[config.mk]
export PLATFORM = sky130hd
export DESIGN_NAME = phyup_seq
export DESIGN_NICKNAME = d
export VERILOG_FILES = /design/src/rtl/phyup_pkg.sv /design/src/rtl/phyup_rate_lookup.sv /design/src/rtl/phyup_tp_writer.sv /design/src/rtl/phyup_seq.sv
export SDC_FILE = /design/constraint.sdc
export NUM_CORES = 1
export LEC_CHECK = 0
export ABC_AREA = 1
export BUFFER_PORTS_ARGS = -buffer_cell sky130_fd_sc_hd__buf_2
export CORE_AREA = 8 8 122 124
export DETAILED_ROUTE_END_ITERATION = 16
export DIE_AREA = 0 0 130 132
export PLACE_DENSITY = 0.91
export SYNTH_ARGS = -nofsm -noshare
export SYNTH_HDL_FRONTEND = slang
export SYNTH_HIERARCHICAL = 1
export SYNTH_SLANG_ARGS = --single-unit
[constraint.sdc]
create_clock -name clk -period 2.7 [get_ports clk]
set_input_delay 0.27 -clock clk [delete_from_list [all_inputs] [get_ports clk]]
set_output_delay 0.27 -clock clk [all_outputs]
set_load 0.03 [all_outputs]
[src/rtl/phyup_pkg.sv]
`timescale 1ns/1ps
package phyup_pkg;
  localparam int RATE_W     = 12;
  localparam int CODE_W     = 7;
  localparam int OSC_W      = 10;
  localparam int DATA_W     = 8;
  localparam int ADDR_W     = 12;
  localparam int NUM_RATES  = 63;
  localparam int NUM_WRITES = 7;
  localparam int CTRL_PRE   = 6;   // reset, shutdown, clear x3, cfg band
  localparam int CTRL_POST  = 5;   // base dir, clk en, force rx, shutdown, reset
  localparam int Q_W        = $clog2(CTRL_PRE + NUM_WRITES + CTRL_POST);
  localparam int Q_WR_FIRST = CTRL_PRE;
  localparam int Q_WR_LAST  = CTRL_PRE + NUM_WRITES - 1;
  localparam int Q_ON_LAST  = CTRL_PRE + NUM_WRITES + CTRL_POST - 1;
  localparam int Q_OFF_LAST = 1;
  localparam int FRX_W      = 4;
  localparam int CFG_W      = 6;
  localparam logic [CFG_W-1:0] CFG_BAND = 6'h28;
  localparam int WSTEP_W    = 4;   // 16 waveform steps per write

  localparam logic [CODE_W-1:0] LOW_CODES [0:52] = '{
    7'h00, 7'h10, 7'h20, 7'h30, 7'h01, 7'h11, 7'h21, 7'h31,
    7'h02, 7'h12, 7'h22, 7'h32, 7'h03, 7'h13, 7'h23, 7'h33,
    7'h04, 7'h14, 7'h25, 7'h35, 7'h05, 7'h16, 7'h26, 7'h37,
    7'h07, 7'h18, 7'h28, 7'h39, 7'h09, 7'h19, 7'h29, 7'h3A,
    7'h0A, 7'h1A, 7'h2A, 7'h3B, 7'h0B, 7'h1B, 7'h2B, 7'h3C,
    7'h0C, 7'h1C, 7'h2C, 7'h3D, 7'h0D, 7'h1D, 7'h2E, 7'h3E,
    7'h0E, 7'h1E, 7'h2F, 7'h3F, 7'h0F};

  localparam logic [OSC_W-1:0] HI_OSC [0:18] = '{
    10'd285, 10'd295, 10'd304, 10'd313, 10'd322, 10'd331, 10'd341,
    10'd350, 10'd359, 10'd368, 10'd377, 10'd387, 10'd396, 10'd405,
    10'd414, 10'd423, 10'd432, 10'd442, 10'd451};

  function automatic logic [RATE_W-1:0] rate_of(input int i);
    int r;
    if (i < 12)       r = 80 + 10 * i;
    else if (i < 16)  r = 205 + 15 * (i - 12);
    else if (i < 20)  r = 275 + 25 * (i - 16);
    else if (i < 34)  r = 400 + 50 * (i - 20);
    else if (i == 34) r = 1110;
    else              r = 1150 + 50 * (i - 35);
    return RATE_W'(r);
  endfunction

  function automatic logic [CODE_W-1:0] code_of(input int i);
    if (i <= 52) return LOW_CODES[i];
    return CODE_W'(7'h40 + (i - 53));
  endfunction

  function automatic logic [OSC_W-1:0] osc_of(input int i);
    if (i <= 42 || i >= 62) return OSC_W'(460);
    return HI_OSC[i - 43];
  endfunction
endpackage

[src/rtl/phyup_rate_lookup.sv]
`timescale 1ns/1ps
module phyup_rate_lookup
  import phyup_pkg::*;
(
  input  logic [RATE_W-1:0] rate,
  output logic [CODE_W-1:0] code,
  output logic [OSC_W-1:0]  osc,
  output logic              out_of_range
);
  int sel;

  always_comb begin
    sel = NUM_RATES - 1;
    for (int i = NUM_RATES - 2; i >= 0; i--) begin
      if (rate <= rate_of(i)) sel = i;
    end
    code = code_of(sel);
    osc  = osc_of(sel);
    out_of_range = (rate == '0) || (rate > rate_of(NUM_RATES - 1));
  end
endmodule

[src/rtl/phyup_tp_writer.sv]
`timescale 1ns/1ps
module phyup_tp_writer
  import phyup_pkg::*;
#(
  parameter int HOLD_W = 8
) (
  input  logic              clk,
  input  logic              rst_n,
  input  logic              start,
  input  logic [HOLD_W-1:0] hold,
  input  logic [ADDR_W-1:0] addr,
  input  logic [DATA_W-1:0] value,
  output logic              stb,
  output logic              en,
  output logic [DATA_W-1:0] data,
  output logic              wr_done
);
  localparam int HI_PAD = 2 * DATA_W - ADDR_W;

  logic               active;
  logic [WSTEP_W-1:0] step;
  logic [WSTEP_W-1:0] nstep;
  logic [HOLD_W-1:0]  hc;

  assign nstep = step + 1'b1;

  always_ff @(posedge clk or negedge rst_n) begin
    if (!rst_n) begin
      active  <= 1'b0;
      step    <= '0;
      hc      <= '0;
      stb     <= 1'b0;
      en      <= 1'b0;
      data    <= '0;
      wr_done <= 1'b0;
    end else begin
      wr_done <= 1'b0;
      if (start && !active) begin
        active <= 1'b1;
        step   <= '0;
        hc     <= hold - 1'b1;
        stb    <= 1'b0;
        en     <= 1'b0;
      end else if (active) begin
        if (hc != '0) begin
          hc <= hc - 1'b1;
        end else if (step == '1) begin
          active  <= 1'b0;
          wr_done <= 1'b1;
        end else begin
          step <= nstep;
          hc   <= hold - 1'b1;
          case (nstep)
            4'd1:  en   <= 1'b1;
            4'd2:  stb  <= 1'b1;
            4'd3:  data <= '0;
            4'd4:  stb  <= 1'b0;
            4'd5:  en   <= 1'b0;
            4'd6:  data <= {{HI_PAD{1'b0}}, addr[ADDR_W-1:DATA_W]};
            4'd7:  stb  <= 1'b1;
            4'd8:  stb  <= 1'b0;
            4'd9:  en   <= 1'b1;
            4'd10: stb  <= 1'b1;
            4'd11: data <= addr[DATA_W-1:0];
            4'd12: stb  <= 1'b0;
            4'd13: en   <= 1'b0;
            4'd14: data <= value;
            default: stb <= 1'b1;
          endcase
        end
      end
    end
  end
endmodule

[src/rtl/phyup_seq.sv]
`timescale 1ns/1ps
module phyup_seq
  import phyup_pkg::*;
#(
  parameter int HOLD_W = 8
) (
  input  logic              clk,
  input  logic              rst_n,
  input  logic              cmd_valid,
  output logic              cmd_ready,
  input  logic              cmd_power_on,
  input  logic [RATE_W-1:0] cmd_rate_mbps,
  input  logic [HOLD_W-1:0] step_cycles,
  output logic              busy,
  output logic              done,
  output logic              err,
  output logic              tp_strobe,
  output logic              tp_enable,
  output logic [DATA_W-1:0] tp_data,
  output logic              tp_clear,
  output logic              phy_rst_n,
  output logic              phy_shutdown_n,
  output logic              phy_base_dir,
  output logic              phy_clk_en,
  output logic [FRX_W-1:0]  phy_force_rx,
  output logic [CFG_W-1:0]  phy_cfgclk_range
);
  logic [CODE_W-1:0] lk_code;
  logic [OSC_W-1:0]  lk_osc;
  logic              lk_bad;
  logic [HOLD_W-1:0] hold_eff, hold_r, hc;
  logic [CODE_W-1:0] code_r;
  logic [OSC_W-1:0]  osc_r;
  logic [Q_W-1:0]    q, nq;
  logic [2:0]        widx;
  logic [ADDR_W-1:0] wr_addr;
  logic [DATA_W-1:0] wr_val;
  logic              mode_on, waiting, wr_start, wr_done;
  logic              is_wr_next, last_next, step_end;

  phyup_rate_lookup u_lookup (
    .rate(cmd_rate_mbps), .code(lk_code), .osc(lk_osc), .out_of_range(lk_bad));

  assign hold_eff   = (step_cycles < HOLD_W'(2)) ? HOLD_W'(2) : step_cycles;
  assign nq         = q + 1'b1;
  assign is_wr_next = (nq >= Q_W'(Q_WR_FIRST)) && (nq <= Q_W'(Q_WR_LAST));
  assign last_next  = mode_on ? (nq == Q_W'(Q_ON_LAST)) : (nq == Q_W'(Q_OFF_LAST));
  assign step_end   = busy && (waiting ? wr_done : (hc == '0));
  assign widx       = 3'(q - Q_W'(Q_WR_FIRST));
  assign cmd_ready  = !busy;

  always_comb begin
    case (widx)
      3'd0:    begin wr_addr = 12'h002; wr_val = {1'b0, code_r}; end
      3'd1:    begin wr_addr = 12'h001; wr_val = 8'h20; end
      3'd2:    begin wr_addr = 12'h0E2; wr_val = osc_r[7:0]; end
      3'd3:    begin wr_addr = 12'h0E3; wr_val = 8'(osc_r >> 8); end
      3'd4:    begin wr_addr = 12'h0E4; wr_val = 8'h11; end
      3'd5:    begin wr_addr = 12'h0E1; wr_val = 8'h01; end
      default: begin wr_addr = 12'h0E0; wr_val = 8'h80; end
    endcase
  end

  phyup_tp_writer #(.HOLD_W(HOLD_W)) u_writer (
    .clk(clk), .rst_n(rst_n), .start(wr_start), .hold(hold_r),
    .addr(wr_addr), .value(wr_val),
    .stb(tp_strobe), .en(tp_enable), .data(tp_data), .wr_done(wr_done));

  always_ff @(posedge clk or negedge rst_n) begin
    if (!rst_n) begin
      busy <= 1'b0; done <= 1'b0; err <= 1'b0;
      mode_on <= 1'b0; waiting <= 1'b0; wr_start <= 1'b0;
      q <= '0; hc <= '0; hold_r <= HOLD_W'(2);
      code_r <= '0; osc_r <= '0;
      tp_clear <= 1'b0; phy_rst_n <= 1'b0; phy_shutdown_n <= 1'b0;
      phy_base_dir <= 1'b0; phy_clk_en <= 1'b0;
      phy_force_rx <= '0; phy_cfgclk_range <= '0;
    end else begin
      done     <= 1'b0;
      wr_start <= 1'b0;
      if (cmd_valid && !busy) begin
        if (cmd_power_on && lk_bad) begin
          err  <= 1'b1;
          done <= 1'b1;
        end else begin
          err       <= 1'b0;
          busy      <= 1'b1;
          mode_on   <= cmd_power_on;
          code_r    <= lk_code;
          osc_r     <= lk_osc;
          hold_r    <= hold_eff;
          hc        <= hold_eff - 1'b1;
          q         <= '0;
          waiting   <= 1'b0;
          phy_rst_n <= 1'b0;
        end
      end else if (busy) begin
        if (!waiting && hc != '0) hc <= hc - 1'b1;
        if (step_end) begin
          q       <= nq;
          hc      <= hold_r - 1'b1;
          waiting <= 1'b0;
          if (is_wr_next) begin
            wr_start <= 1'b1;
            waiting  <= 1'b1;
          end else if (mode_on) begin
            case (nq)
              Q_W'(1):  phy_shutdown_n   <= 1'b0;
              Q_W'(2):  tp_clear         <= 1'b0;
              Q_W'(3):  tp_clear         <= 1'b1;
              Q_W'(4):  tp_clear         <= 1'b0;
              Q_W'(5):  phy_cfgclk_range <= CFG_BAND;
              Q_W'(13): phy_base_dir     <= 1'b1;
              Q_W'(14): phy_clk_en       <= 1'b1;
              Q_W'(15): phy_force_rx     <= '0;
              Q_W'(16): phy_shutdown_n   <= 1'b1;
              default:  phy_rst_n        <= 1'b1;
            endcase
          end else begin
            phy_shutdown_n <= 1'b0;
          end
          if (last_next) begin
            busy <= 1'b0;
            done <= 1'b1;
          end
        end
      end
    end
  end
endmodule

==> flow_metrics.tcl, run 1 <==
set metrics [dict create \
    grt.overflow.total 171 \
    avgSynthCellArea_sq_um 6.09 \
    die_x_um 130 \
    cts_max_path_buffers 2 \
    ys_seq_area_frac 0.234 \
    syn_area_sq_um 7910 \
    synth_flop_cell "dfrtp_1" \
    clkSinkCount 74 \
    start_util 0.609 \
    dp_slack_ns -2.94 \
    synthArstFlopShare 1.00 \
    routabilityCongestion 1.22 \
    grt_pass1_wl_um 83800 \
    stop_stage "global routing" \
    synthCells 1299 \
    boundaryPins 53 \
    cts_buffers 9 \
    root_buffer "clkbuf_16" \
    grt_max_degree 75 \
    error "[ERROR GRT-0116] Global routing finished with congestion. Check the congestion regions in the DRC Viewer." \
    portBuffers 44 \
    grt_pass1_vias 13800 \
    hpwl_um 25600 \
    fp.dieH_um 132 \
    synth_edf_count 0 \
    outcome "stopped before the end" \
    place_area_sq_um 10400 \
    grt_use_total 0.643 \
    synth_cell_type_count 57 \
    ys_ff_latch 74 \
    yosysWarnings 6 \
    htreeDepth 3 \
    std_cell_rows 42 \
]
==> Yosys cell counts (9+ instances only) <==
cell,instances,share of area
nand2_1,362,0.17
inv_1,183,0.087
nor2_1,158,0.075
nand3_1,112,0.071
o21ai_0,76,0.048
dfrtp_1,73,0.23
a21oi_1,36,0.023
ha_1,28,0.044
a31oi_1,27,0.021
inv_2,22,0.010
nand2_2,19,0.015
nor3_1,18,0.011
buf_4,15,0.014
o22ai_1,13,0.010
nor2_2,11,0.0087
nor2_4,10,0.014
o211ai_1,9,0.0085
==> metrics by stage <==
stage                     hold slack, ns  utilization  std cells
after CTS                         0.0968        0.863       1821
after detailed placement           0.458        0.799       1769
after global placement             0.445        0.799       1769
after floorplan                  -0.0256            -       1312
==> timing repair <==
item | CTS
gates resized for setup | 80
buffers inserted | 35
pin swaps | 38
gates cloned | 1
setup endpoints to repair | 15
hold buffers | 0
==> kinds of logic after synthesis <==
group | Yosys count | synth area share
AO/OA/AOI/OAI | 222 | 0.177
XOR/XNOR | 7 | 0.00776
adder cells (fa/ha/maj) | 28 | 0.0443
buffers and inverters | 245 | 0.130
flip-flops | 74 | 0.234
other | 3 | 0.00142
AND/OR/NAND/NOR | 720 | 0.406
==> routing by layer <==
| layer | GRT overflow | global-route usage |
|---|---|---|
| met5 | 0 | 0.231 |
| met4 | 74 | 0.649 |
| met3 | 1 | 0.517 |
| met2 | 94 | 0.784 |
| met1 | 2 | 0.632 |
==> run 2: changes to the inputs <==
--- a/config.mk
+++ b/config.mk
@@ -7,10 +7,10 @@
 export LEC_CHECK = 0
 export ABC_AREA = 1
 export BUFFER_PORTS_ARGS = -buffer_cell sky130_fd_sc_hd__buf_2
-export CORE_AREA = 8 8 122 124
+export CORE_AREA = 8 8 150 152
 export DETAILED_ROUTE_END_ITERATION = 16
-export DIE_AREA = 0 0 130 132
-export PLACE_DENSITY = 0.91
+export DIE_AREA = 0 0 158 160
+export PLACE_DENSITY_LB_ADDON = 0.15
 export SYNTH_ARGS = -nofsm -noshare
 export SYNTH_HDL_FRONTEND = slang
 export SYNTH_HIERARCHICAL = 1
==> run 2 against run 1 <==
The flow now finishes, with violations (setup timing). Synthesized area unchanged. Synthesized cell count unchanged.
==> flow_metrics.tcl, run 2 <==
set metrics [dict create \
    outcome "finished, violations left" \
    violations "setup timing" \
    die_area_sq_um 25300 \
    required_ns 2.93 \
    setup_violations 15 \
    fin_crit_ns 5.07 \
    insertion_delay_ns 0.34 \
    grt_max_degree 75 \
    fp.dieH_um 160 \
    n_antenna_cell 0 \
    synth_flop_cell "dfrtp_1" \
    p_sw_frac 0.484 \
    max_freq_ghz 0.197 \
    path_common_cell "nand2_1" \
    p_comb_frac 0.593 \
    critPathKind "input pin to register" \
    maxCapViolations 0 \
    routabilityCongestion 1.01 \
    period_share 1.88 \
    ys_ff_latch 74 \
    top_register "osc_r" \
    wl_per_cell_um 17.0 \
    synth_area_leaders "dfrtp_1 23%, nand2_1 17%, inv_1 8.7%" \
    boundaryPins 53 \
    grt_use_total 0.261 \
    p_sw_mw 3.81 \
    ys_seq_area_frac 0.234 \
    coreArea_sq_um 20000 \
    max_slew_margin 0.377 \
    synth_top_area_frac 0.231 \
    setup_tns_ns -33.40 \
    clk_pin_slew_ns 0.07 \
    drc_errors 0 \
    clock_skew_ns 0.0105 \
    power.density_nw_per_um2 684 \
    rsz0062_at_grt "yes" \
    start_util 0.394 \
    setup_slack_ns -2.37 \
    ant_nets 0 \
    drive_gt1_frac 0.324 \
    largest_reg_flops 10 \
    slew_violations 0 \
    synthArstFlopShare 1.00 \
    yosys.area.top_type "dfrtp_1" \
    htreeDepth 3 \
    hold_viol_final 0 \
    syn_area_sq_um 7910 \
    antenna_found_initial 0 \
    root_buffer "clkbuf_16" \
    grt.overflow.total 0 \
    finish.utilization 0.575 \
    drt_first_pass_iters 5 \
    power_frac_clock 0.158 \
    area_growth_syn_to_layout_pct 45.9 \
    routed_via_density 5.08 \
    power_frac_seq 0.249 \
    std_cell_rows 52 \
    clkSinkCount 74 \
    yosysWarnings 6 \
    cts_max_path_buffers 2 \
    hold_path_class "input pin to asynchronous set/reset pin" \
    nets 1709 \
    hpwl_um 27300 \
    yosys-top-cells-count "362 x nand2_1, 183 x inv_1, 158 x nor2_1, 112 x nand3_1, 76 x o21ai_0" \
    yosysMostFrequentCell "nand2_1" \
    avgSynthCellArea_sq_um 6.09 \
    drt-total-wl_um 32900 \
    final_common_cell "nand2_1" \
    cts_buffers 9 \
    power.internal_mw 4.07 \
    worst-path-max-fanout 5 \
    num_vias 9807 \
    critPathCaptureType "register" \
    synth_edf_count 0 \
    worstMarginPinSlew_ns 0.935 \
    synth_cell_type_count 57 \
    die_x_um 158 \
    cp.arrival_ns 5.30 \
    synthCells 1299 \
    final_cell_mix "346 x nand2_1, 319 x buf_4, 173 x inv_1" \
    portBuffers 44 \
    grt_pass1_wl_um 52100 \
    holdWs_ns 0.0561 \
    leakage_nw 6.09 \
    cts_tree "built" \
    cp_slowest_stage_delay_ns 0.26 \
    irDropWorstVdd_uv 704 \
    crit_path_start_kind "input pin" \
    drtIter0Drc 583 \
    slowest_stage "ha_4" \
    grt_pass1_vias 9614 \
]
==> run 2: repair_timing <==
action / 4_1_cts / 5_1_grt
pin swaps: 27 / 44
setup buffers: 14 / 13
endpoints found under the setup margin: 15 / 15
cloned: 2 / 0
resized for setup: 65 / 30
hold endpoints to repair: 0 / 0
hold buffers: 0 / 0
==> run 2: area by class of cell <==
cell class / instances / area (sq um)
repair inverters: 1 / 3.75
clock inverters: 6 / 72.6
fillers: 2019 / 8510
inverters: 213 / 837
well taps: 270 / 338
multi-input cells: 993 / 5430
flip-flops and latches: 74 / 1850
repair buffers: 365 / 2760
clock buffers: 10 / 239
==> run 2: power groups by stage <==
stage / sequential (mW) / clock [mW] / combinational (mW)
final: 1.97 / 1.25 / 4.67
after global routing: 2.03 / 1.32 / 5.26
after CTS: 1.96 / 1.27 / 4.55
after detailed placement: 1.98 / 0 / 4.44
after global placement: 1.97 / 0 / 4.39
after floorplan: 2.04 / 0 / 2.98
==> run 2: logic make-up after synthesis <==
family | count (synthesis) | share of synthesized area
fa+ha+maj | 28 | 0.0443
other cells | 3 | 0.00142
xor+xnor | 7 | 0.00776
buf+inv | 245 | 0.130
flops | 74 | 0.234
simple gates | 720 | 0.406
compound gates | 222 | 0.177
==> run 2: worst paths after layout <==
kind	startpoint	to	slack (ns)	depth (start not counted)
max	cmd_rate_mbps[7]	code_r[0]	-2.37	72
min	rst_n	osc_r[1]	0.06	1
max reg2reg	hc[7]	hc[6]	0.43	14
min reg2reg	osc_r[8]	osc_r[8]	0.48	2
max in group asynchronous	rst_n	hold_r[4]	2.02	1
min in group clk	cmd_power_on	mode_on	0.18	3
==> run 2: routing by layer <==
metal / GRT usage / vias up / wire [um] / share of wire
li1: - / 4911 / - / -
met1: 0.336 / 4485 / 14400 / 0.44
met2: 0.429 / 319 / 15300 / 0.46
met3: 0.0327 / 92 / 1680 / 0.051
met4: 0.107 / 0 / 1530 / 0.046
met5: 0 / - / 0 / 0
==> run 2: critical path: cells and delay by family <==
kind / cells / cell delay [ns]
buffers and inverters: 8 / 0.97
AOI/OAI and AO/OA: 4 / 0.39
and+or+nand+nor: 59 / 3.42
adders and majority gates: 1 / 0.26
==> run 2: through the flow <==
step                instance area [sq um]  power [mW]  instances  setup slack [ns]
global placement                    10700        6.36       1888             -2.78
detailed placement                  10700        6.42       1888             -2.74
CTS                                 11300        7.79       1919             -2.21
global route                        11500        8.61       1932             -2.99
finish                              11500        7.89       1932             -2.37
floorplan                            8130        5.03       1312             -2.09
Note: power is estimated with default switching activity, not from simulation.
